File: config.mk
export PLATFORM = sky130hd
export DESIGN_NAME = dep_gcd_tester
export DESIGN_NICKNAME = d
export VERILOG_FILES = /design/src/rtl/gcd_dep_pkg.sv /design/src/rtl/coef_prep.sv /design/src/rtl/gcd_engine.sv /design/src/rtl/rem_unit.sv /design/src/rtl/dep_gcd_tester.sv
export SDC_FILE = /design/constraint.sdc
export NUM_CORES = 1
export LEC_CHECK = 0
export BUFFER_PORTS_ARGS = -buffer_cell sky130_fd_sc_hd__buf_2
export CELL_PAD_IN_SITES_DETAIL_PLACEMENT = 1
export CELL_PAD_IN_SITES_GLOBAL_PLACEMENT = 1
export CORE_MARGIN = 3
export CORE_UTILIZATION = 40
export CTS_CLUSTER_SIZE = 16
export DETAILED_ROUTE_END_ITERATION = 12
export GPL_ROUTABILITY_DRIVEN = 0
export PLACE_DENSITY_LB_ADDON = 0.1
export SYNTH_ARGS = -nofsm -noshare
export SYNTH_HDL_FRONTEND = slang
export SYNTH_SLANG_ARGS = --single-unit
File: constraint.sdc
create_clock -name clk -period 2.85 [get_ports clk]
set_input_delay 0.1425 -clock clk [delete_from_list [all_inputs] [get_ports clk]]
set_output_delay 0.1425 -clock clk [all_outputs]
set_load 0.02 [all_outputs]
File: src/rtl/gcd_dep_pkg.sv
package gcd_dep_pkg;
  typedef enum logic [1:0] {
    ST_IDLE = 2'd0,
    ST_GCD  = 2'd1,
    ST_DIV  = 2'd2
  } tester_state_t;
endpackage

File: src/rtl/coef_prep.sv
// Turns the signed coefficients into the magnitudes the engines work on.
module coef_prep #(
  parameter int CW = 16
) (
  input  logic signed [CW-1:0] a_in,
  input  logic signed [CW-1:0] b_in,
  input  logic signed [CW-1:0] c_in,
  input  logic signed [CW-1:0] d_in,
  output logic [CW-1:0]        a_mag,
  output logic [CW-1:0]        c_mag,
  output logic [CW:0]          diff_mag,
  output logic                 diff_zero
);
  localparam int DW = CW + 1;

  logic signed [DW-1:0] diff_s;

  // Two's complement negate; -2^(CW-1) comes out as the unsigned 2^(CW-1).
  assign a_mag = a_in[CW-1] ? (~a_in + 1'b1) : a_in;
  assign c_mag = c_in[CW-1] ? (~c_in + 1'b1) : c_in;

  // Sign-extend both offsets by one bit so the subtraction cannot overflow.
  assign diff_s    = {d_in[CW-1], d_in} - {b_in[CW-1], b_in};
  assign diff_mag  = diff_s[DW-1] ? (~diff_s + 1'b1) : diff_s;
  assign diff_zero = (diff_s == '0);
endmodule

File: src/rtl/gcd_engine.sv
// Euclidean subtraction: takes one step per clock until either operand is zero.
module gcd_engine #(
  parameter int W = 16
) (
  input  logic         clk,
  input  logic         rst_n,
  input  logic         load,
  input  logic [W-1:0] x_in,
  input  logic [W-1:0] y_in,
  output logic         fin,
  output logic [W-1:0] result
);
  logic [W-1:0] x_q, y_q;

  assign fin    = (x_q == '0) || (y_q == '0);
  // When fin is 1 one operand is zero, so OR gives the other one.
  assign result = x_q | y_q;

  always_ff @(posedge clk) begin
    if (!rst_n) begin
      x_q <= '0;
      y_q <= '0;
    end else if (load) begin
      x_q <= x_in;
      y_q <= y_in;
    end else if (!fin) begin
      if (x_q >= y_q) x_q <= x_q - y_q;
      else            y_q <= y_q - x_q;
    end
  end
endmodule

File: src/rtl/rem_unit.sv
// Restoring remainder: one dividend bit per clock, NW clocks per job.
// The divisor input must stay stable while the job runs.
module rem_unit #(
  parameter int NW  = 17,
  parameter int DVW = 16
) (
  input  logic           clk,
  input  logic           rst_n,
  input  logic           load,
  input  logic [NW-1:0]  dividend,
  input  logic [DVW-1:0] divisor,
  output logic           fin,
  output logic [DVW-1:0] remainder
);
  localparam int CNTW = $clog2(NW + 1);

  logic [DVW-1:0]  rem_q;
  logic [NW-1:0]   shift_q;
  logic [CNTW-1:0] cnt_q;
  logic [DVW:0]    trial;
  logic [DVW:0]    trial_sub;
  logic            take;

  assign trial     = {rem_q, shift_q[NW-1]};
  assign take      = (trial >= {1'b0, divisor});
  assign trial_sub = trial - {1'b0, divisor};
  assign fin       = (cnt_q == '0);
  assign remainder = rem_q;

  always_ff @(posedge clk) begin
    if (!rst_n) begin
      rem_q   <= '0;
      shift_q <= '0;
      cnt_q   <= '0;
    end else if (load) begin
      rem_q   <= '0;
      shift_q <= dividend;
      cnt_q   <= CNTW'(NW);
    end else if (!fin) begin
      rem_q   <= take ? trial_sub[DVW-1:0] : trial[DVW-1:0];
      shift_q <= shift_q << 1;
      cnt_q   <= cnt_q - CNTW'(1);
    end
  end
endmodule

File: src/rtl/dep_gcd_tester.sv
module dep_gcd_tester
  import gcd_dep_pkg::*;
#(
  parameter int CW = 16
) (
  input  logic                 clk,
  input  logic                 rst_n,
  input  logic                 start_valid,
  output logic                 start_ready,
  input  logic signed [CW-1:0] coef_a,
  input  logic signed [CW-1:0] coef_b,
  input  logic signed [CW-1:0] coef_c,
  input  logic signed [CW-1:0] coef_d,
  output logic                 busy,
  output logic                 done_valid,
  output logic                 dep_possible,
  output logic [CW-1:0]        gcd_value
);
  localparam int DW = CW + 1;

  tester_state_t state_q;

  logic [CW-1:0] a_mag, c_mag;
  logic [DW-1:0] diff_mag;
  logic          diff_zero;
  logic [DW-1:0] diff_mag_q;
  logic          diff_zero_q;

  logic          accept;
  logic          gcd_fin;
  logic [CW-1:0] gcd_res;
  logic          div_load;
  logic          div_fin;
  logic [CW-1:0] div_rem;

  assign start_ready = (state_q == ST_IDLE);
  assign busy        = !start_ready;
  assign accept      = start_valid && start_ready;
  // The divider starts only when the GCD is nonzero; a zero GCD skips it.
  assign div_load    = (state_q == ST_GCD) && gcd_fin && (gcd_res != '0);

  coef_prep #(.CW(CW)) u_prep (
    .a_in      (coef_a),
    .b_in      (coef_b),
    .c_in      (coef_c),
    .d_in      (coef_d),
    .a_mag     (a_mag),
    .c_mag     (c_mag),
    .diff_mag  (diff_mag),
    .diff_zero (diff_zero)
  );

  gcd_engine #(.W(CW)) u_gcd (
    .clk    (clk),
    .rst_n  (rst_n),
    .load   (accept),
    .x_in   (a_mag),
    .y_in   (c_mag),
    .fin    (gcd_fin),
    .result (gcd_res)
  );

  // The GCD engine holds its result while in ST_DIV, so it serves as the divisor.
  rem_unit #(.NW(DW), .DVW(CW)) u_rem (
    .clk       (clk),
    .rst_n     (rst_n),
    .load      (div_load),
    .dividend  (diff_mag_q),
    .divisor   (gcd_res),
    .fin       (div_fin),
    .remainder (div_rem)
  );

  always_ff @(posedge clk) begin
    if (!rst_n) begin
      state_q      <= ST_IDLE;
      diff_mag_q   <= '0;
      diff_zero_q  <= 1'b0;
      done_valid   <= 1'b0;
      dep_possible <= 1'b0;
      gcd_value    <= '0;
    end else begin
      done_valid <= 1'b0;
      unique case (state_q)
        ST_IDLE: begin
          if (accept) begin
            diff_mag_q  <= diff_mag;
            diff_zero_q <= diff_zero;
            state_q     <= ST_GCD;
          end
        end
        ST_GCD: begin
          if (gcd_fin) begin
            if (gcd_res == '0) begin
              dep_possible <= diff_zero_q;
              gcd_value    <= '0;
              done_valid   <= 1'b1;
              state_q      <= ST_IDLE;
            end else begin
              state_q <= ST_DIV;
            end
          end
        end
        ST_DIV: begin
          if (div_fin) begin
            dep_possible <= (div_rem == '0);
            gcd_value    <= gcd_res;
            done_valid   <= 1'b1;
            state_q      <= ST_IDLE;
          end
        end
        default: state_q <= ST_IDLE;
      endcase
    end
  end
endmodule

==> results.toml, run 1 <==
[critical_path]
crit_path_max_fanout = 2
critical-path-max-stage-delay_ns = 0.36
cp_slowest_cell = "fa_2"
cp-start-kind = "flip-flop"
path_cells = "inv_1 > ha_4 > inv_4 > ha_4 > inv_2 > fa_2 > a21o_1 > a221oi_2 > o221a_2 > o21a_1 > o21bai_1 > a21oi_1 > xnor2_1 > mux2i_1 > a211oi_1"
ff2ff_path_depth = 15
r2r_setup_slack_ns = 0.03
cpMostUsedCell = "ha_4"
cp_data_required_time_ns = 3.14
worst-setup-path-type = "flip-flop to flip-flop"
cp.arrival_ns = 3.11
crit_path_end_kind = "flip-flop"
r2r-end = "u_rem.remainder[14]"
r2r_start = "u_gcd.y_q[0]"

[die]
std_cell_rows = 53
die_h_um = 154
die_x_um = 154
num_io_pins = 87
die_area_um2 = 23800
fp.coreArea_um2 = 21300
start_util = 0.413

[yosys]
async_reset_ff_frac = 0
syn_inst = 1158
avgSynthCellArea_um2 = 7.59
ys_ff_latch = 108
syn-num-nets = 1315
synthFlopType = "dfxtp_1"
ys_warn_count = 0
yosysUniqueCellTypes = 78
synth_edf_count = 0
seq_area_frac_synth = 0.246
synth_area_um2 = 8790

[hold_path]
min_from = "coef_a[14]"
worstHoldPathCells = 3
holdCritPathClass = "input pin to flip-flop"
hold_end = "u_gcd.x_q[15]"

[clocking]
cts.clk_slew.worst_paths_ns = 0.08
cts_buffers = 9
cts.path.max_buffers = 2
root_buffer = "clkbuf_16"
cts.sinks = 108
clock_latency_ns = 0.38
cts_tree = "built"
cts.htree.levels = 3

[detailed_routing]
wirelength_um = 29300
vias_per_cell = 5.61
num_vias = 8912
firstDrtPassIters = 5
drc = 0
antenna_left = 0
routedWlPerCell_um = 18.4
first_iter_violations = 463

[sta]
setup_violations = 0
period_needed_ns = 2.82
hold_violations = 0
layout_setup_ws_ns = 0.0300
slew_violations = 0
rsz0062_at_grt = "true"
tightest_slew_ns = 0.786
relSlewSlack = 0.474
post-route-period-util = 0.989
fin_tns_setup_ns = 0
finClkSkew_ns = 0.0118
fmax_mhz = 355

[place]
place_area_um2 = 10100
post-dp-hpwl_um = 23100
port_buffers = 86
post-place-ws_ns = -0.163

[cells_and_area]
drive_gt1_frac = 0.214
areaGrowthSynthToFinish_pct = 21.7
fillers = 2668
nets = 1467
fin_area_um2 = 10700
antenna_cells = 0
fin_util = 0.502

[grt]
grt_pass1_wl_um = 46900
track_usage = 0.241
first_global_vias = 8859
antenna_found_initial = 0
grt_max_degree = 53
gr-total-overflow = 0

[power]
power.density_nw_per_um2 = 1270
p_total_w = 0.0136
ir_drop_uv = 477
power.leakage_nw = 4.51

[run]
drv_cap = 0

[run_status]
status = "finished clean"
-- cell usage after synthesis, types with 17 or more instances --
cell / number / area share
a211oi_1: 33 / 0.028
a21oi_1: 85 / 0.048
a311oi_1: 17 / 0.017
clkbuf_1: 40 / 0.017
dfxtp_1: 108 / 0.25
ha_1: 86 / 0.12
inv_1: 93 / 0.040
nand2_1: 141 / 0.060
nor2_1: 97 / 0.041
nor3_1: 17 / 0.0097
nor4_1: 20 / 0.014
o21ai_0: 75 / 0.043
o22ai_1: 19 / 0.014
or3_1: 17 / 0.012
xnor2_1: 58 / 0.058
xor2_1: 31 / 0.031
-- kinds of logic after synthesis --
group                      synth area share
adders and majority gates             0.132
xor gates and xnor gates             0.0905
DFF                                   0.246
and+or+nand+nor                       0.206
buffers and inverters                0.0686
AOI/OAI and AO/OA                     0.246
muxes                                0.0114
-- layout make-up --
type,count,area [um^2],area share
clock inverters,7,88.8,0.00831
flip-flops and latches,108,2170,0.203
well taps,275,344,0.0322
multi-input cells,903,6210,0.581
clock buffers,9,225,0.0211
inverters,94,355,0.0332
repair buffers,194,1300,0.121
-- power breakdown --
group	switching (W)	internal, W
Combinational	0.00562	0.00444
Sequential	0.000305	0.00190
Clock	0.000730	0.000640
Total	0.00666	0.00697
-- what timing repair did --
item                                    4_1_cts  5_1_grt
endpoints found under the setup margin        2       49
hold buffers                                  0        0
endpoints found under the hold margin         0        0
gates resized for setup                       5       50
pin swaps                                     7       21
buffers inserted                              3        6
-- registers in the layout, indices dropped and copies added (netlist names) --
signal	flops
u_rem.remainder	16
state_q	2
diff_zero_q	1
diff_mag_q	17
u_rem.cnt_q	5
done_valid	1
dep_possible	1
u_gcd.y_q	16
u_gcd.x_q	16
gcd_value	16
u_rem.shift_q	17
-- layout by cell type, fill, tap and decap left out, drive strengths merged, types with 11 or more instances in the layout --
cell type,netlist,final
buf,8,194
o21ai,82,82
o22ai,19,19
nor3,18,18
nand4,16,16
nor2,97,97
xnor2,58,58
nand3,16,16
nor4,20,20
dfxtp,108,108
a31oi,14,14
or3,17,17
a21o,11,11
a311oi,17,17
ha,86,86
a211oi,36,36
o21bai,12,12
inv,94,98
nand2b,14,14
a21oi,86,86
xor2,32,32
nand2,141,141
-- worst max-delay path: cells and delay by family (launching register included) --
kind                     cells  cell delay, ns
multiplexers                 1            0.10
flip-flops                   1            0.33
buffers and inverters        3            0.17
adder cells (fa/ha/maj)      3            0.66
AO/OA/AOI/OAI                7            1.34
XOR/XNOR                     1            0.14
-- layer usage --
layer / GRT usage / wire length (um)
met5: 0 / 0
met3: 0.0227 / 975
met2: 0.400 / 13700
met1: 0.335 / 13900
met4: 0.0698 / 628
-- how the worst max path moves through the flow --
stage                      start             endpoint  cells past startpoint
global route        u_gcd.y_q[0]  u_rem.remainder[14]                     15
global placement    u_gcd.y_q[0]  u_rem.remainder[14]                     15
detailed placement  u_gcd.y_q[0]  u_rem.remainder[14]                     15
floorplan           u_gcd.y_q[0]  u_rem.remainder[14]                     15
finish              u_gcd.y_q[0]  u_rem.remainder[14]                     15
CTS                 u_gcd.x_q[0]  u_rem.remainder[14]                     15
-- through the flow --
step	instances	hold slack [ns]
floorplan	1158	0.331
global placement	1565	0.436
detailed placement	1565	0.441
CTS	1584	0.0774
global route	1590	0.0961
finish	1590	0.0798
(Power assumes the default switching activity.)
==> run 2, diff against run 1 <==
--- a/config.mk
+++ b/config.mk
@@ -13,7 +13,7 @@
 export CTS_CLUSTER_SIZE = 16
 export DETAILED_ROUTE_END_ITERATION = 12
 export GPL_ROUTABILITY_DRIVEN = 0
-export PLACE_DENSITY_LB_ADDON = 0.1
+export PLACE_DENSITY_LB_ADDON = 0.08
 export SYNTH_ARGS = -nofsm -noshare
 export SYNTH_HDL_FRONTEND = slang
 export SYNTH_SLANG_ARGS = --single-unit
==> run 2 against run 1 <==
Critical path depth stayed put. Count of clock-buffer cells in the layout stayed put. Sequential share of layout area is 0.18 points higher. Clock power is 4% lower.
==> results.toml, run 2 (synthesis gave the netlist of run 1 again) <==
[detailed_routing]
vias_per_cell = 5.51
num_vias = 8733
routedWlPerCell_um = 18.2
firstDrtPassIters = 4
drc = 0
antenna_left = 0
wirelength_um = 28900
first_iter_violations = 474

[critical_path]
cp-start-kind = "flip-flop"
r2r_setup_slack_ns = 0.05
worst-setup-path-type = "flip-flop to flip-flop"
r2r_start = "u_gcd.x_q[0]"
cp_num_cells = 15
crit_path_end_kind = "flip-flop"
cp_slowest_cell = "fa_2"
ff2ff_path_depth = 15
critPathCapture = "u_rem.remainder[14]"
cp_data_required_time_ns = 3.13
path_cells = "inv_2 > ha_4 > inv_4 > ha_4 > inv_2 > fa_2 > a21o_1 > a221oi_2 > o221a_2 > o21a_1 > o21bai_1 > a21oi_2 > xnor2_1 > mux2i_1 > a211oi_1"
cp.arrival_ns = 3.08
r2r-end = "u_rem.remainder[14]"
crit_path_max_fanout = 2
critical-path-max-stage-delay_ns = 0.39
path_delay_family = "compound AO/OA/AOI/OAI gates"
critPathBufInv = 3
cp-startpoint = "u_gcd.x_q[0]"

[place]
place_area_um2 = 10100
dp.cells = 1565
port_buffers = 86
post-dp-hpwl_um = 23200

[grt]
track_usage = 0.240
grt_pass1_wl_um = 46900
first_global_vias = 8926
grt_max_degree = 53
gr-total-overflow = 0
antenna_found_initial = 0

[cells_and_area]
nets = 1463
areaGrowthSynthToFinish_pct = 20.6
layout_commonest_cell = "nand2_1"
fin_area_um2 = 10600
fillers = 2670
antenna_cells = 0
reg.largest.list = "diff_mag_q (17), u_rem.shift_q (17)"
ff_latch_area_um2 = 2170
finalNonFillerCells = 1586
final_cell_mix = "nand2_1 (141), dfxtp_1 (103), buf_4 (100), nor2_1 (96), inv_1 (88)"
multiInputGateArea_um2 = 6180
drive_gt1_frac = 0.209

[die]
fp.coreArea_um2 = 21300
num_io_pins = 87
start_util = 0.413
die_x_um = 154
die_area_um2 = 23800
std_cell_rows = 53
die_h_um = 154

[sta]
period_needed_ns = 2.80
relSlewSlack = 0.509
tightest_slew_ns = 0.733
slew_violations = 0
post-route-period-util = 0.981
rsz0062_at_grt = "true"
hold_violations = 0
setup_violations = 0
fmax_mhz = 358
finClkSkew_ns = 0.0135

[run]
drv_cap = 0

[power]
power.leakage_nw = 4.48
power.density_nw_per_um2 = 1250
ir_drop_uv = 580

[clocking]
cts_tree = "built"
root_buffer = "clkbuf_16"
cts.htree.levels = 3
cts.clk_slew.worst_paths_ns = 0.09
clock_latency_ns = 0.37
cts.path.max_buffers = 2
cts.sinks = 108
cts_buffers = 9

[hold_path]
worstHoldPathCells = 3
holdCritPathClass = "input pin to flip-flop"

[run_status]
status = "finished clean"
-- run 2: changes by cell type in the layout (fill, tap and decap cells not counted), sizes merged --
cell,previous run,this run
clkinv,3,5
buf,194,190
inv,98,96
-- run 2: worst min path at each step --
stage / start / to / slack, ns
after detailed placement: gcd_value[5] / gcd_value[5] / 0.44
after floorplan: coef_c[1] / u_gcd.y_q[1] / 0.33
after CTS: coef_a[14] / u_gcd.x_q[15] / 0.08
after global placement: gcd_value[6] / gcd_value[6] / 0.44
after global routing: coef_a[14] / u_gcd.x_q[15] / 0.1
final: coef_a[14] / u_gcd.x_q[15] / 0.09
-- run 2: what timing repair did --
action / CTS / global route
gates cloned: 0 / 0
setup buffers: 2 / 3
resized for setup: 7 / 44
endpoints found under the setup margin: 2 / 48
pin swaps: 4 / 17
hold buffers: 0 / 0
-- run 2: tightest hold or removal path, delay by kind of cell --
| family | cells | cell delay [ns] |
|---|---|---|
| AND/OR/NAND/NOR | 1 | 0.11 |
| buffers and inverters | 1 | 0.09 |
| AO/OA/AOI/OAI | 1 | 0.07 |
-- run 2: layer usage --
layer / vias up / part of all wire / track usage
li1: 4376 / - / -
met1: 4186 / 0.48 / 0.329
met2: 136 / 0.47 / 0.405
met3: 35 / 0.031 / 0.0269
met4: 0 / 0.017 / 0.0589
met5: - / 0 / 0
-- run 2: power breakdown --
group / leakage, nW / switching, W / internal, W
Sequential: 0.888 / 0.000306 / 0.00190
Clock: 0.149 / 0.000697 / 0.000628
Combinational: 3.44 / 0.00546 / 0.00427
-- run 2: through the flow --
stage	hold WS (ns)	setup TNS [ns]	util	setup slack, ns	total power (W)
2_1_floorplan	0.331	0	-	0.0106	0.00810
5_1_grt	0.0980	-1.02	0.498	-0.110	0.0144
4_1_cts	0.0817	-0.0123	0.490	-0.0123	0.0128
6_report	0.0850	0	0.498	0.0548	0.0133
3_5_place_dp	0.442	-0.142	0.474	-0.142	0.0113
3_3_place_gp	0.435	-0.0405	0.474	-0.0405	0.0112
-- run 2: final cells by class --
cell class,count,share of cell area
Multi-Input combinational cell,903,0.583
Tap cell,275,0.0325
Sequential cell,108,0.205
Timing Repair Buffer,190,0.117
Inverter,94,0.0335
Clock buffer,9,0.0212
Clock inverter,7,0.00791
